==> config.mk <==
export PLATFORM = sky130hd
export DESIGN_NAME = wakeup_irq_port
export DESIGN_NICKNAME = d
export VERILOG_FILES = /design/src/rtl/wip_pkg.sv /design/src/rtl/wip_pwr_fsm.sv /design/src/rtl/wip_sync.sv /design/src/rtl/wip_flags.sv /design/src/rtl/wakeup_irq_port.sv
export SDC_FILE = /design/constraint.sdc
export NUM_CORES = 1
export LEC_CHECK = 0
export BUFFER_PORTS_ARGS = -buffer_cell sky130_fd_sc_hd__buf_2
export CAP_MARGIN = 10
export CORE_ASPECT_RATIO = 1.75
export CORE_MARGIN = 2
export CORE_UTILIZATION = 57
export CTS_CLUSTER_DIAMETER = 60
export DETAILED_ROUTE_END_ITERATION = 12
export PLACE_DENSITY = 0.8
export SLEW_MARGIN = 20
export SYNTH_ARGS = -nofsm -noshare
export SYNTH_HDL_FRONTEND = slang
export SYNTH_SLANG_ARGS = --single-unit
==> constraint.sdc <==
create_clock -name clk_i -period 1.8 [get_ports clk_i]
set_input_delay 0.36 -clock clk_i [delete_from_list [all_inputs] [get_ports clk_i]]
set_output_delay 0.36 -clock clk_i [all_outputs]
set_load 0.02 [all_outputs]
==> src/rtl/wip_pkg.sv <==
package wip_pkg;

    // Per-pin trigger kind, two bits per pin in the trigger register
    typedef enum logic [1:0] {
        TRIG_LOW  = 2'd0,
        TRIG_RISE = 2'd1,
        TRIG_FALL = 2'd2,
        TRIG_BOTH = 2'd3
    } trig_e;

    // Power mode input encoding
    typedef enum logic [1:0] {
        PM_RUN  = 2'd0,
        PM_WAIT = 2'd1,
        PM_DOZE = 2'd2,
        PM_STOP = 2'd3
    } pmode_e;

    // Power-state machine states
    typedef enum logic [1:0] {
        PS_ACTIVE = 2'd0,
        PS_IDLE   = 2'd1,
        PS_FROZEN = 2'd2,
        PS_RESUME = 2'd3
    } pstate_e;

    localparam int          ADDR_W    = 2;
    localparam logic [1:0]  ADDR_TRIG = 2'd0;
    localparam logic [1:0]  ADDR_EN   = 2'd1;
    localparam logic [1:0]  ADDR_FLAG = 2'd2;

endpackage

==> src/rtl/wip_pwr_fsm.sv <==
module wip_pwr_fsm
    import wip_pkg::*;
#(
    parameter int RESUME_CYC = 3
) (
    input  logic       clk_i,
    input  logic       rst_ni,
    input  logic [1:0] pmode_i,
    output logic       arm_o,
    output logic       sync_run_o
);

    localparam int                CNT_W    = $clog2(RESUME_CYC + 1);
    localparam logic [CNT_W-1:0]  CNT_LAST = CNT_W'(RESUME_CYC - 1);

    pstate_e          state_q, state_d;
    logic [CNT_W-1:0] cnt_q, cnt_d;
    logic             want_stop, want_run;

    assign want_stop = (pmode_i == PM_STOP);
    assign want_run  = (pmode_i == PM_RUN);

    // State register
    always_ff @(posedge clk_i or negedge rst_ni) begin
        if (!rst_ni) begin
            state_q <= PS_ACTIVE;
            cnt_q   <= '0;
        end else begin
            state_q <= state_d;
            cnt_q   <= cnt_d;
        end
    end

    // Next-state logic
    always_comb begin
        state_d = state_q;
        cnt_d   = cnt_q;
        unique case (state_q)
            PS_ACTIVE: begin
                if (want_stop)      state_d = PS_FROZEN;
                else if (!want_run) state_d = PS_IDLE;
            end
            PS_IDLE: begin
                if (want_stop)      state_d = PS_FROZEN;
                else if (want_run)  state_d = PS_ACTIVE;
            end
            PS_FROZEN: begin
                if (!want_stop) begin
                    state_d = PS_RESUME;
                    cnt_d   = '0;
                end
            end
            PS_RESUME: begin
                if (want_stop) begin
                    state_d = PS_FROZEN;
                end else if (cnt_q == CNT_LAST) begin
                    state_d = want_run ? PS_ACTIVE : PS_IDLE;
                end else begin
                    cnt_d = cnt_q + 1'b1;
                end
            end
            default: state_d = PS_ACTIVE;
        endcase
    end

    // Outputs
    always_comb begin
        arm_o      = 1'b0;
        sync_run_o = 1'b1;
        unique case (state_q)
            PS_ACTIVE: arm_o = 1'b1;
            PS_IDLE:   arm_o = 1'b1;
            PS_FROZEN: sync_run_o = 1'b0;
            PS_RESUME: arm_o = 1'b0;
            default:   arm_o = 1'b0;
        endcase
    end


    stop_release_resume_chk: assert property (@(posedge clk_i) disable iff (!rst_ni)
        (state_q == PS_FROZEN && !want_stop) |=> (state_q == PS_RESUME));


    stop_disarms_chk: assert property (@(posedge clk_i) disable iff (!rst_ni)
        want_stop |=> !arm_o);

endmodule

==> src/rtl/wip_sync.sv <==
module wip_sync #(
    parameter int NUM_PINS = 8,
    parameter int STAGES   = 2
) (
    input  logic                clk_i,
    input  logic                rst_ni,
    input  logic                run_i,
    input  logic [NUM_PINS-1:0] pin_i,
    output logic [NUM_PINS-1:0] sync_o,
    output logic [NUM_PINS-1:0] prev_o
);

    for (genvar i = 0; i < NUM_PINS; i++) begin : g_pin
        logic [STAGES-1:0] chain_q;
        logic              prev_q;

        always_ff @(posedge clk_i or negedge rst_ni) begin
            if (!rst_ni) begin
                chain_q <= '1;
                prev_q  <= 1'b1;
            end else if (run_i) begin
                chain_q <= {chain_q[STAGES-2:0], pin_i[i]};
                prev_q  <= chain_q[STAGES-1];
            end
        end

        assign sync_o[i] = chain_q[STAGES-1];
        assign prev_o[i] = prev_q;
    end

endmodule

==> src/rtl/wip_flags.sv <==
module wip_flags
    import wip_pkg::*;
#(
    parameter int NUM_PINS = 8
) (
    input  logic                  clk_i,
    input  logic                  rst_ni,
    input  logic                  arm_i,
    input  logic [NUM_PINS-1:0]   sync_i,
    input  logic [NUM_PINS-1:0]   prev_i,
    input  logic [2*NUM_PINS-1:0] trig_i,
    input  logic [NUM_PINS-1:0]   clr_i,
    output logic [NUM_PINS-1:0]   flag_o
);

    logic [NUM_PINS-1:0] flag_q;
    logic [NUM_PINS-1:0] lvl_low;

    for (genvar i = 0; i < NUM_PINS; i++) begin : g_pin
        logic [1:0] code;
        logic       rise, fall, hit, is_lvl, clr_ok;

        assign code   = trig_i[2*i +: 2];
        assign is_lvl = (code == TRIG_LOW);
        assign rise   = sync_i[i] & ~prev_i[i];
        assign fall   = ~sync_i[i] & prev_i[i];

        always_comb begin
            unique case (code)
                TRIG_LOW:  hit = ~sync_i[i];
                TRIG_RISE: hit = rise;
                TRIG_FALL: hit = fall;
                TRIG_BOTH: hit = rise | fall;
                default:   hit = 1'b0;
            endcase
        end

        // Level flags only clear once the synchronised pin is high again
        assign clr_ok     = clr_i[i] & (~is_lvl | sync_i[i]);
        assign lvl_low[i] = is_lvl & ~sync_i[i];

        always_ff @(posedge clk_i or negedge rst_ni) begin
            if (!rst_ni) flag_q[i] <= 1'b0;
            else         flag_q[i] <= (arm_i & hit) | (flag_q[i] & ~clr_ok);
        end
    end

    assign flag_o = flag_q;


    no_set_unarmed_chk: assert property (@(posedge clk_i) disable iff (!rst_ni)
        !arm_i |=> ((flag_q & ~$past(flag_q)) == '0));


    level_hold_chk: assert property (@(posedge clk_i) disable iff (!rst_ni)
        (arm_i && (lvl_low != '0)) |=> ((flag_q & $past(lvl_low)) == $past(lvl_low)));

endmodule

==> src/rtl/wakeup_irq_port.sv <==
module wakeup_irq_port
    import wip_pkg::*;
#(
    parameter int NUM_PINS    = 8,
    parameter int SYNC_STAGES = 2
) (
    input  logic                    clk_i,
    input  logic                    rst_ni,
    input  logic [1:0]              pmode_i,
    input  logic [NUM_PINS-1:0]     pin_i,
    input  logic                    wr_en_i,
    input  logic [ADDR_W-1:0]       wr_addr_i,
    input  logic [2*NUM_PINS-1:0]   wr_data_i,
    input  logic [ADDR_W-1:0]       rd_addr_i,
    output logic [2*NUM_PINS-1:0]   rd_data_o,
    output logic                    irq_o,
    output logic                    wake_o
);

    localparam int DATA_W     = 2 * NUM_PINS;
    localparam int RESUME_CYC = SYNC_STAGES + 1;

    logic [DATA_W-1:0]   trig_q;
    logic [NUM_PINS-1:0] en_q;
    logic [NUM_PINS-1:0] flags;
    logic [NUM_PINS-1:0] clr;
    logic [NUM_PINS-1:0] sync_v, prev_v;
    logic [NUM_PINS-1:0] lvl_mask;
    logic [NUM_PINS-1:0] raw_lvl_wake;
    logic                arm, sync_run;

    // Configuration registers
    always_ff @(posedge clk_i or negedge rst_ni) begin
        if (!rst_ni) begin
            trig_q <= '0;
            en_q   <= '0;
        end else if (wr_en_i) begin
            if (wr_addr_i == ADDR_TRIG) trig_q <= wr_data_i;
            if (wr_addr_i == ADDR_EN)   en_q   <= wr_data_i[NUM_PINS-1:0];
        end
    end

    assign clr = (wr_en_i && wr_addr_i == ADDR_FLAG) ? wr_data_i[NUM_PINS-1:0] : '0;

    always_comb begin
        rd_data_o = '0;
        unique case (rd_addr_i)
            ADDR_TRIG: rd_data_o = trig_q;
            ADDR_EN:   rd_data_o[NUM_PINS-1:0] = en_q;
            ADDR_FLAG: rd_data_o[NUM_PINS-1:0] = flags;
            default:   rd_data_o = '0;
        endcase
    end

    wip_pwr_fsm #(.RESUME_CYC(RESUME_CYC)) u_fsm (
        .clk_i      (clk_i),
        .rst_ni     (rst_ni),
        .pmode_i    (pmode_i),
        .arm_o      (arm),
        .sync_run_o (sync_run)
    );

    wip_sync #(.NUM_PINS(NUM_PINS), .STAGES(SYNC_STAGES)) u_sync (
        .clk_i  (clk_i),
        .rst_ni (rst_ni),
        .run_i  (sync_run),
        .pin_i  (pin_i),
        .sync_o (sync_v),
        .prev_o (prev_v)
    );

    wip_flags #(.NUM_PINS(NUM_PINS)) u_flags (
        .clk_i  (clk_i),
        .rst_ni (rst_ni),
        .arm_i  (arm),
        .sync_i (sync_v),
        .prev_i (prev_v),
        .trig_i (trig_q),
        .clr_i  (clr),
        .flag_o (flags)
    );

    for (genvar i = 0; i < NUM_PINS; i++) begin : g_lvl
        assign lvl_mask[i] = (trig_q[2*i +: 2] == TRIG_LOW);
    end

    // Clockless wakeup path: raw pin, no synchroniser
    assign raw_lvl_wake = ~pin_i & lvl_mask & en_q;
    assign irq_o        = |(flags & en_q);
    assign wake_o       = (|raw_lvl_wake) | irq_o;


    irq_implies_wake_chk: assert property (@(posedge clk_i) disable iff (!rst_ni)
        irq_o |-> wake_o);


    level_wake_chk: assert property (@(posedge clk_i) disable iff (!rst_ni)
        ((~pin_i & lvl_mask & en_q) != '0) |-> wake_o);

endmodule

## Word level (Yosys, flattened, before mapping)

Cells that the tools add are included.

| operators by class | value |
|---|---|
| $add $sub $neg | 1 |
| eq/ne operators | 39 |
| mux-type cells | 25 |
| bitwise logic cells | 101 |
| reductions and logical operators | 21 |

Operator list:

| operator | number |
|---|---|
| 2-bit equality test (second input constant) | 22 |
| 1-bit AND | 40 |
| 1-bit inverter | 32 |
| 1-bit one-hot mux with 4 select lines | 8 |
| 1-bit bitwise OR | 25 |
| 8-bit AND | 3 |
| 2-bit zero test | 12 |
| 8-bit one-hot mux with 3 select lines | 1 |
| 2-bit by 1-bit equality test with 1-bit output (second input constant) | 11 |
| 2-bit 2-to-1 mux | 10 |
| 8-bit 2-to-1 mux | 2 |
| 8-bit OR reduction | 2 |
| 8-bit inverter | 1 |
| 2-bit one-hot mux with 4 select lines | 1 |
| 4-bit AND reduction | 2 |
| 2-bit != test (second input constant) | 3 |
| 3-bit by 1-bit != test with 1-bit output (second input constant) | 2 |
| 2-bit one-hot mux with 2 select lines | 1 |
| 2-bit AND reduction | 2 |
| 3-bit by 2-bit != test with 1-bit output (second input constant) | 1 |
| 2-bit by 1-bit adder with 2-bit output (second input constant) | 1 |
| 1-bit 2-to-1 mux | 2 |
| 2-bit nonzero test | 1 |
| 2-bit OR reduction | 1 |
| 1-bit logical AND | 1 |

| word-level totals | value |
|---|---|
| flip-flop bits (word level) | 60 |
| input bits | 33 |
| logic and storage cells | 215 |

## Depth between registers and ports, before layout

Gate-level depths: netlist of run 1.

| depth | value |
|---|---|
| depth after elaboration | 7 |
| depth in mapped cells | 5 |
| gate-level depth less buffers | 5 |

## Cells and area by module

Synthesis of run 1 repeated with hierarchy kept, for this count alone.

| unflattened totals | value |
|---|---|
| cells, all modules | 305 |
| area total of the unflattened synthesis | 3,544.6 µm² |

By module, submodules not included:

| module | times used | cells an instance | area each (µm²) | sequential area each (µm²) |
|---|---|---|---|---|
| wakeup_irq_port | 1 | 113 | 1,317.5 | 600.6 |
| wip_sync | 1 | 67 | 1,147.4 | 630.6 |
| wip_flags | 1 | 95 | 800.8 | 200.2 |
| wip_pwr_fsm | 1 | 30 | 279.0 | 100.1 |

## Least setup slack after synthesis of run 1

No wires, ideal clock.

| timing path | value |
|---|---|
| path kind | register to output |
| from | reg en_q[7] |
| to | out wake_o |
| arrival | 1,181 ps |
| data required time | 1,440 ps |
| setup slack | 259 ps |
| cell stages (with the launch flop) | 4 |
| path buffers | 0 |
| path through | dfrtp_1 > a22oi_1 > nand4_1 > nand3b_1 |

| on the way | value |
|---|---|
| word-level cells in the longest chain between the ends | 3 |
| elaborated cells on any way between the ends | 5 |
| those cells by class | 3 x bitwise; 2 x reduce/logical |

Ends and longest elaborated chain:

| element | RTL line | RTL |
|---|---|---|
| from (decl) | wakeup_irq_port.sv:24 | `logic [NUM_PINS-1:0] en_q;` |
| from (signal assigned) | wakeup_irq_port.sv:39 | `if (wr_addr_i == ADDR_EN) en_q <= wr_data_i[NUM_PINS-1:0];` |
| 8-bit AND | wakeup_irq_port.sv:89 | `assign irq_o = \|(flags & en_q);` |
| 8-bit OR reduction | wakeup_irq_port.sv:89 |  |
| via irq_o | wakeup_irq_port.sv:16 | `output logic irq_o,` |
| 1-bit bitwise OR | wakeup_irq_port.sv:90 | `assign wake_o = (\|raw_lvl_wake) \| irq_o;` |
| to (decl) | wakeup_irq_port.sv:17 | `output logic wake_o` |

The timed path passes the listed nets, and every way through them passes these cells.

## Final worst setup path of run 1

| timing path | value |
|---|---|
| from | reg en_q[0] |
| to | out wake_o |

| on the way | value |
|---|---|
| word-level cells in the longest chain between the ends | 3 |
| elaborated cells on any way between the ends | 5 |
| those cells by class | 3 x bitwise; 2 x reduce/logical |

Ends and longest elaborated chain:

| element | RTL line |
|---|---|
| 8-bit AND (on tied branches) | wakeup_irq_port.sv:88, wakeup_irq_port.sv:89 |
| 8-bit OR reduction (on tied branches) | wakeup_irq_port.sv:90, wakeup_irq_port.sv:89 |
| 1-bit bitwise OR * | wakeup_irq_port.sv:90 |

Mark *: on every way between the ends. The rest lies on a longest branch, timed or not.

==> results_dict.tcl, run 1 <==
set metrics [dict create \
    status "complete, but fails checks" \
    violations "setup timing" \
    crit_start "en_q[0]" \
    hold_buffers 0 \
    clock-sinks 60 \
    synth_seq_cells 60 \
    fin_crit_ns 1.862 \
    grt_pass1_wl_mm 11.87 \
    wl_per_cell_um 16.06 \
    coreArea_um2 5495 \
    grt_util_all_layers 0.2604 \
    cp.arrival_ns 1.50 \
    ant_nets 0 \
    start_kind "register" \
    die_w_um 60.81 \
    max_freq_mhz 537.0 \
    syn_inst 302 \
    cts_buffers 9 \
    crit_required_ns 1.44 \
    drv_cap 0 \
    slowest_stage "dfrtp_1" \
    wl_mm 7.357 \
    netlist_area_um2 3219 \
    crit_family "simple AND/OR/NAND/NOR gates" \
    drt-initial-drc-count 154 \
    port_buffers 50 \
    area_growth_pct 25.03 \
    skew_ns 0.004973 \
    power_per_cell_area_nw_per_um2 1467 \
    fillers 399 \
    yosys_warnings 0 \
    finalHoldViolations 0 \
    relSlewSlack 0.6406 \
    synth_area_leaders "dfrtp_1 (28%), dfstp_2 (20%), mux2_2 (8.4%)" \
    r2r-start "u_sync.g_pin[7].chain_q[1]" \
    cp.buffers_inverters 1 \
    worst_slack_ns -0.06237 \
    syn_avg_cell_area_um2 10.66 \
    die_h_um 103.4 \
    vias 2553 \
    drc 0 \
    synth_top_cells_by_count "nand2_1 (50), o21ai_0 (41), dfrtp_1 (36), inv_1 (35)" \
    fin_cells 458 \
    layout.nets 429 \
    peakVddDrop_v 0.0009910 \
    synth-edff-count 0 \
    yosysTopAreaCell "dfrtp_1" \
    setup_viol 2 \
    fin_tns_setup_ns -0.07281 \
    fp-row-count 36 \
    ys_types 29 \
    htreeDepth 3 \
    die_area_um2 6289 \
    antenna_cells 0 \
    gp_congestion 0.9273 \
    cts_root_buf "clkbuf_8" \
    yosysSeqAreaShare 0.4757 \
    grt_pass1_vias 2621 \
    vias_per_cell 5.574 \
    grt_setup_unrepaired "yes" \
    synth_nets 354 \
    ys.flop_type "dfrtp_1" \
    path_clk_slew_ns 0.06 \
    crit_chain "nor4b_4 > nor4_2 > nand3b_1 > buf_6" \
    synth_top_area_share 0.2798 \
    period_share 1.035 \
    pin_count 51 \
    synthArstFlopShare 1.000 \
    cts_buffer_depth 2 \
    dp_hpwl_mm 5.310 \
    drtPass1Iterations 4 \
    p_leak_nw 1.862 \
    clk_latency_ns 0.35 \
    grt_max_degree 61 \
    drv_slew 0 \
    cts_tree "done" \
    grt-ovfl-total 0 \
    critPathKind "reg2out" \
    worst_slew_pin_slew_ns 0.5371 \
    drive_above_1_share 0.4110 \
    cpPeakStageDelay_ns 0.42 \
    initial_core_util 0.5858 \
    antenna_found_initial 0 \
    cp_max_fo 4 \
    worstSetupEndpointType "output pin" \
    dp_cells 439 \
    synth_most_common_cell "nand2_1" \
    hp-class "in2async" \
]
==> power breakdown <==
| part | leakage (nW) | internal [mW] | total [mW] | switching [mW] |
|---|---|---|---|---|
| Combinational | 1.07 | 0.962 | 1.99 | 1.03 |
| Clock | 0.122 | 0.887 | 1.40 | 0.514 |
| Sequential | 0.665 | 2.04 | 2.51 | 0.471 |
| Total | 1.86 | 3.89 | 5.90 | 2.01 |
==> routing by layer <==
layer / global-route usage / routed length, µm
met5: 0 / 0
met4: 0.1321 / 197
met3: 0.05597 / 321
met2: 0.4458 / 4033
met1: 0.2988 / 2804
==> flip-flops by register name, summed over array words and instances, names as in the netlist <==
register	count
trig_q	16
u_sync.g_pin.chain_q	16
en_q	8
u_flags.flag_o	8
u_sync.g_pin.prev_q	8
u_fsm.cnt_q	2
u_fsm.state_q	2
==> worst reg2reg max path: stages (launching register included) <==
cell	delay, ns
dfstp_2	0.56
inv_1	0.07
ha_1	0.30
mux4_2	0.47
o21ai_0	0.16
==> cell families after synthesis <==
family,Yosys count,share of synthesized area
compound gates,58,0.1022
fa+ha+maj,19,0.07384
buf+inv,44,0.05519
flops,60,0.4757
mux,40,0.1648
simple gates,81,0.1283
==> layout make-up <==
cell class | instances | area, µm² | share of cell area
inverter | 35 | 131.4 | 0.03264
sequential | 60 | 1534 | 0.3811
tap | 76 | 95.09 | 0.02362
clock inverter | 4 | 70.07 | 0.01741
multi-input combinational | 198 | 1573 | 0.3907
clock buffer | 12 | 165.2 | 0.04103
timing repair buffer | 73 | 456.7 | 0.1135
==> stage by stage <==
stage	setup WS, ns	hold slack [ns]	area [µm²]	utilization	power [mW]
finish	-0.06237	0.005865	4025	0.7325	5.903
global placement	0.1332	0.3817	3694	0.6721	4.270
CTS	-0.05982	0.01406	3998	0.7275	5.913
detailed placement	0.05741	0.3863	3694	0.6721	4.425
floorplan	0.2589	0.06441	3219	-	3.739
global route	-0.1410	0.02988	4025	0.7325	6.340
==> worst paths after layout <==
path,end,slack [ns],cells after the start
setup / recovery,wake_o,-0.06,4
hold / removal,u_fsm.state_q[1],0.006,2
setup reg to reg,u_flags.flag_o[7],0.17,4
hold reg to reg,u_fsm.cnt_q[0],0.45,1
max in group asynchronous,u_sync.g_pin[7].chain_q[0],1.48,2
min in group clk_i,u_sync.g_pin[6].chain_q[0],0.23,3
==> timing repair <==
action | 4_1_cts | 5_1_grt
endpoints found under the setup margin | 1 | 3
buffers inserted | 1 | 2
pin swaps | 3 | 3
resized for setup | 12 | 4
==> layout by cell type (no fill, tap or decap), drive strengths merged <==
cell     synthesis  layout
nand3b           4       4
nand2b           1       1
mux2i            8       8
nand4            1       1
and2             8       8
mux2            24      24
o21ai           41      41
nor4b            8       8
mux4             8       8
ha              19      19
a21oi            2       2
dfstp           24      24
nor3b            1       1
o31ai            8       8
bufinv           0       2
nor2             2       2
inv             35      35
o21bai           1       1
a21o             1       1
a22oi            4       4
dfrtp           36      36
nand3            1       1
nor4             2       2
nand2           50      50
o2bb2ai          1       1
nor2b            3       3
clkinv           0       2
clkbuf           5      12
buf              4      73
Note: power is estimated with default switching activity, not from simulation.
==> run 2, diff against run 1 <==
--- a/config.mk
+++ b/config.mk
@@ -5,14 +5,15 @@
 export SDC_FILE = /design/constraint.sdc
 export NUM_CORES = 1
 export LEC_CHECK = 0
+export ABC_AREA = 1
 export BUFFER_PORTS_ARGS = -buffer_cell sky130_fd_sc_hd__buf_2
 export CAP_MARGIN = 10
 export CORE_ASPECT_RATIO = 1.75
 export CORE_MARGIN = 2
-export CORE_UTILIZATION = 57
+export CORE_UTILIZATION = 45
 export CTS_CLUSTER_DIAMETER = 60
 export DETAILED_ROUTE_END_ITERATION = 12
-export PLACE_DENSITY = 0.8
+export PLACE_DENSITY = 0.65
 export SLEW_MARGIN = 20
 export SYNTH_ARGS = -nofsm -noshare
 export SYNTH_HDL_FRONTEND = slang
==> run 2 against run 1 <==
  * Largest power group unchanged
  * The flow now finishes without violations
  * Synthesized area up 8.2%
  * Sequential cell count stayed put
  * Non-clock buffer count fell by 12
  * Sequential power decreased by 6%
  * Clock skew rose by 0.0021 ns
==> results_dict.tcl, run 2 <==
set metrics [dict create \
    grt_util_all_layers 0.2126 \
    crit_chain "buf_2 > or2_2 > buf_4 > nor2_1 > buf_2" \
    cp_max_fo 10 \
    ys.flop_type "dfrtp_1" \
    ys_types 26 \
    relSlewSlack 0.6031 \
    yosysSeqAreaShare 0.4395 \
    slowest_stage "or2_2" \
    grt_max_degree 61 \
    finalHoldViolations 0 \
    worstReg2RegEnd "u_flags.flag_o[1]" \
    drv_cap 0 \
    synth_top_area_share 0.2585 \
    wl_per_cell_um 14.04 \
    cts_root_buf "clkbuf_16" \
    drc 0 \
    drtPass1Iterations 5 \
    top_regs "trig_q (16), u_sync.g_pin.chain_q (16)" \
    seqCellArea_um2 1531 \
    worstSetupEndpointType "output pin" \
    clock-sinks 60 \
    max_freq_mhz 567.6 \
    drt-initial-drc-count 144 \
    drive_above_1_share 0.2897 \
    fp-row-count 42 \
    setup_viol 0 \
    r2r-start "u_sync.g_pin[1].chain_q[1]" \
    endpoint "rd_data_o[8]" \
    yosys_warnings 0 \
    area_growth_pct 18.92 \
    synthArstFlopShare 1.000 \
    cpMostUsedCell "buf_2" \
    antenna_cells 0 \
    syn_inst 439 \
    start_kind "primary input" \
    pin_count 51 \
    htreeDepth 3 \
    worst_slew_pin_slew_ns 0.5933 \
    skew_ns 0.007077 \
    port_buffers 50 \
    grt-ovfl-total 0 \
    fin_crit_ns 1.762 \
    grt_pass1_wl_mm 14.06 \
    clk_latency_ns 0.32 \
    p_leak_nw 2.155 \
    syn_avg_cell_area_um2 7.938 \
    cp.buffers_inverters 3 \
    wl_mm 8.314 \
    period_share 0.9787 \
    synth_seq_cells 60 \
    cts_buffer_depth 2 \
    final_common_cell "nand2_1" \
    dp_hpwl_mm 5.959 \
    synth_top_cells_by_count "nand2_1 (132), inv_1 (59), dfrtp_1 (36), nor2_1 (35)" \
    hp-class "in2async" \
    final_cell_area_um2 4144 \
    layout.nets 551 \
    path_clk_slew_ns 0.05 \
    power_per_cell_area_nw_per_um2 1467 \
    power_mw 6.080 \
    die_area_um2 8491 \
    cp.arrival_ns 1.40 \
    vias_per_cell 5.076 \
    initial_core_util 0.4637 \
    coreArea_um2 7515 \
    netlist_area_um2 3485 \
    synth_nets 491 \
    synth_area_leaders "dfrtp_1 (26%), dfstp_2 (18%), nand2_1 (14%)" \
    die_w_um 70.52 \
    synth_most_common_cell "nand2_1" \
    rr_worst_depth 6 \
    yosysTopAreaCell "dfrtp_1" \
    antenna_found_initial 0 \
    cpPeakStageDelay_ns 0.43 \
    r2r_slack_ns 0.41 \
    critPathKind "in2out" \
    drv_slew 0 \
    fillers 745 \
    status "complete, no violations" \
    final_cell_mix "nand2_1 (131), inv_1 (58), buf_2 (49)" \
    peakVddDrop_v 0.0006179 \
    crit_required_ns 1.44 \
    crit_family "simple AND/OR/NAND/NOR gates" \
    vias 3005 \
    grt_pass1_vias 3021 \
    cp_num_cells 5 \
    gp_congestion 0.8305 \
    ant_nets 0 \
    multiInputGateArea_um2 1632 \
    worst_slack_ns 0.03826 \
    crit_start "rd_addr_i[0]" \
    hold_buffers 0 \
    cts_tree "done" \
    cts_buffers 9 \
    post-place-ws_ns 0.004903 \
    dpl-instance-area_um2 3811 \
    die_h_um 120.4 \
    synth-edff-count 0 \
]
==> run 2: cell types whose count changed after synthesis, moves of 9 or more <==
cell,before,now
o21ai_2,0,24
o21ai_1,0,11
inv_1,35,59
nand3_1,1,19
nor2_1,2,35
mux2_2,24,0
nand2_1,50,132
nor3_1,0,9
o21ai_0,41,20
a21oi_1,2,17
==> run 2: final cells by class <==
cell class	instances	share of cell area
clock inverters	2	0.002415
clock buffers	14	0.06371
repair buffers	61	0.08786
multi-input cells	305	0.3937
inverters	62	0.05616
well taps	88	0.02657
flip-flops and latches	60	0.3696
==> run 2: through the flow <==
step	TNS (ns)	util	std cells	hold WS, ns
final	0	0.5514	592	0.03948
after global routing	-0.002278	0.5514	592	0.06307
after CTS	0	0.5436	588	0.04580
after detailed placement	0	0.5072	572	0.3942
after global placement	0	0.5072	572	0.3942
after floorplan	0	-	439	0.06441
==> run 2: logic make-up (layout without fill, tap and decap cells) <==
family                   after synthesis  count (layout)  share of synthesized area
AO/OA/AOI/OAI                         80              80                     0.1504
adder cells (fa/ha/maj)               19              19                    0.06822
buffers and inverters                 74             139                    0.09874
flip-flops                            60              60                     0.4395
AND/OR/NAND/NOR                      206             206                     0.2431
==> run 2: how the worst min path moves through the flow <==
stage / start / endpoint / slack, ns / cells past startpoint
after floorplan: rst_ni / en_q[0] / 0.06 / 0
after global placement: rst_ni / u_fsm.state_q[0] / 0.39 / 2
after detailed placement: rst_ni / u_fsm.cnt_q[0] / 0.39 / 2
after CTS: rst_ni / u_fsm.cnt_q[0] / 0.05 / 2
after global routing: rst_ni / u_fsm.state_q[0] / 0.06 / 2
final: rst_ni / u_fsm.state_q[0] / 0.04 / 2
==> run 2: what timing repair did <==
action / in CTS / in global routing
pin swaps: 0 / 4
setup endpoints to repair: 1 / 2
resized for setup: 1 / 12
buffers inserted: 0 / 4
==> run 2: metal layers <==
layer,vias to the layer above,wire length (µm),global-route usage
li1,1509,-,-
met1,1415,3458,0.2481
met2,73,4378,0.3774
met4,0,121,0.08293
met3,8,356,0.04250
met5,-,0,0
==> run 2: where the power goes <==
| group | switching [mW] | internal [mW] |
|---|---|---|
| clock network | 0.561 | 1.00 |
| registers | 0.372 | 1.99 |
| logic | 1.35 | 0.810 |
==> run 3, diff against run 2 <==
--- a/config.mk
+++ b/config.mk
@@ -13,7 +13,7 @@
 export CORE_UTILIZATION = 45
 export CTS_CLUSTER_DIAMETER = 60
 export DETAILED_ROUTE_END_ITERATION = 12
-export PLACE_DENSITY = 0.65
+export PLACE_DENSITY = 0.68
 export SLEW_MARGIN = 20
 export SYNTH_ARGS = -nofsm -noshare
 export SYNTH_HDL_FRONTEND = slang
==> constraint.sdc (replaced) <==
create_clock -name clk_i -period 1.49 [get_ports clk_i]
set_input_delay 0.298 -clock clk_i [delete_from_list [all_inputs] [get_ports clk_i]]
set_output_delay 0.298 -clock clk_i [all_outputs]
set_load 0.02 [all_outputs]
==> run 3 against run 2 <==
  * The flow now finishes with violations (setup timing)
  * Clock power grew 42%
  * Combinational power increased by 27%
  * Die area unchanged
  * Cell count rose by 1.7%
  * Register-to-register slack got worse by 0.30 ns
  * Count of clock-buffer cells in the layout decreased by 3
  * Power rose by 28%
  * Sequential cell count unchanged
  * Non-clock buffer count grew 9
  * Via count increased by 1.8%
  * Final area rose by 4.7%
  * Utilization rose by 2.6 points
  * Largest cell class unchanged
  * Highest routed layer unchanged
==> results_dict.tcl, run 3 (synthesis results as in run 2) <==
set metrics [dict create \
    status "complete, but fails checks" \
    violations "setup timing" \
    drive_above_1_share 0.3152 \
    cts_tree "done" \
    clk_latency_ns 0.33 \
    port_buffers 50 \
    wl_mm 8.354 \
    dp_cells 581 \
    grt-ovfl-total 0 \
    die_area_um2 8491 \
    p_comb_frac 0.352 \
    worst_slew_pin_slew_ns 0.3031 \
    fin_crit_ns 1.719 \
    r2r_slack_ns 0.11 \
    fin_util 0.5774 \
    dp_hpwl_mm 6.046 \
    coreArea_um2 7515 \
    grt_pass1_wl_mm 14.10 \
    p_switching_mw 2.806 \
    internal_power_mw 4.973 \
    clock-sinks 60 \
    rr_worst_depth 6 \
    worst_slack_ns -0.2289 \
    antenna_cells 0 \
    grt_util_all_layers 0.2116 \
    fp-row-count 42 \
    worstSetupEndpointType "output pin" \
    cp.arrival_ns 1.42 \
    antenna_found_initial 0 \
    final_cell_area_um2 4339 \
    setup_viol 2 \
    ant_nets 0 \
    cts_buffers 9 \
    die_w_um 70.52 \
    finalHoldWorstSlack_ns 0.1823 \
    drv_slew 0 \
    endpoint "wake_o" \
    skew_ns 0.007705 \
    peakVddDrop_v 0.0008916 \
    initial_core_util 0.4637 \
    path_clk_slew_ns 0.05 \
    drv_cap 0 \
    final_common_cell "nand2_1" \
    vias 3059 \
    max_freq_mhz 581.8 \
    drtPass1Iterations 4 \
    dpl-instance-area_um2 3891 \
    layout.nets 561 \
    cts_root_buf "clkbuf_16" \
    power_per_cell_area_nw_per_um2 1793 \
    crit_start "en_q[0]" \
    cp_max_fo 4 \
    gp_congestion 0.8820 \
    switching_share 0.3607 \
    hp-class "in2reg" \
    fillers 689 \
    r2r-start "u_sync.g_pin[7].chain_q[1]" \
    p_seq_frac 0.364 \
    grt_pass1_vias 3025 \
    start_kind "register" \
    finalHoldViolations 0 \
    final_cell_mix "nand2_1 (130), inv_1 (55), buf_2 (42)" \
    htreeDepth 3 \
    worstReg2RegEnd "u_flags.flag_o[7]" \
    critPathKind "reg2out" \
    drc 0 \
    fin_cells 602 \
    drt-initial-drc-count 199 \
    die_h_um 120.4 \
    pin_count 51 \
    relSlewSlack 0.7979 \
    p_leak_nw 2.242 \
    grt_setup_unrepaired "yes" \
    crit_required_ns 1.19 \
    area_growth_pct 24.52 \
    period_share 1.154 \
    wl_per_cell_um 13.88 \
    clockPowerShare 0.284 \
    top_regs "trig_q (16), u_sync.g_pin.chain_q (16)" \
    vias_per_cell 5.081 \
    post-place-ws_ns -0.1266 \
    cts_buffer_depth 2 \
    grt_max_degree 38 \
]
==> run 3: changes by cell type in the layout (fill, tap and decap cells not counted), moves of 2 or more <==
| cell | delta |
|---|---|
| buf_4 | +9 |
| buf_2 | -7 |
| buf_6 | +5 |
| inv_1 | -3 |
| nor2_2 | -3 |
| o21ai_0 | -3 |
| o21ai_1 | +3 |
| o221ai_1 | -3 |
| o221ai_2 | +3 |
| bufinv_16 | +2 |
| clkbuf_1 | -2 |
| inv_2 | +2 |
| nor2_1 | +2 |
==> run 3: power by group through the flow <==
stage / Combinational, mW / Sequential [mW] / Clock [mW]
after floorplan: 2.04 / 2.73 / 0
after global placement: 2.52 / 2.82 / 0
after detailed placement: 2.62 / 2.83 / 0
after CTS: 2.67 / 2.82 / 2.26
after global routing: 3.15 / 2.91 / 2.33
final: 2.74 / 2.83 / 2.21
==> run 3: repair_timing <==
action                                  CTS  global route
endpoints found under the setup margin   18            15
pin swaps                                 1             8
setup buffers                             0             3
cloned                                    0             1
endpoints found under the hold margin     4             0
gates resized for setup                  11            25
hold buffers                              1             0
==> run 3: final cells by class <==
cell class / count / area (µm²) / area share
clock buffers: 11 / 242.7 / 0.05594
clock inverters: 5 / 75.07 / 0.01730
inverters: 62 / 235.2 / 0.05421
multi-input cells: 306 / 1662 / 0.3829
flip-flops and latches: 60 / 1531 / 0.3529
well taps: 88 / 110.1 / 0.02537
repair buffers: 70 / 483.0 / 0.1113
==> run 3: how the worst min path moves through the flow <==
stage,startpoint,endpoint,slack (ns),cells past startpoint
floorplan,rst_ni,en_q[0],0.002,0
global placement,rst_ni,u_fsm.state_q[0],0.20,1
detailed placement,rst_ni,u_fsm.state_q[0],0.21,1
CTS,pin_i[2],u_sync.g_pin[2].chain_q[0],0.17,3
global route,pin_i[6],u_sync.g_pin[6].chain_q[0],0.19,3
finish,pin_i[2],u_sync.g_pin[2].chain_q[0],0.18,3
==> run 3: per-stage QoR <==
| step | TNS [ns] | power (mW) |
|---|---|---|
| 2_1_floorplan | 0 | 4.769 |
| 3_3_place_gp | -1.124 | 5.340 |
| 3_5_place_dp | -1.349 | 5.452 |
| 4_1_cts | -0.3403 | 7.757 |
| 5_1_grt | -0.6335 | 8.391 |
| 6_report | -0.3991 | 7.779 |
==> run 3: layer usage <==
metal | track usage | vias up | routed length (µm)
li1 | - | 1537 | -
met1 | 0.2565 | 1431 | 3407
met2 | 0.3561 | 75 | 4322
met3 | 0.03917 | 16 | 393
met4 | 0.1046 | 0 | 231
met5 | 0 | - | 0
==> run 3: critical path, cell delays in order, from the launching register on <==
cell and delay, ns:
dfrtp_1 0.42, nand2_1 0.09, nand2_1 0.06, inv_1 0.06
nand2_1 0.06, nor2_2 0.14, nand3_1 0.11, buf_6 0.15
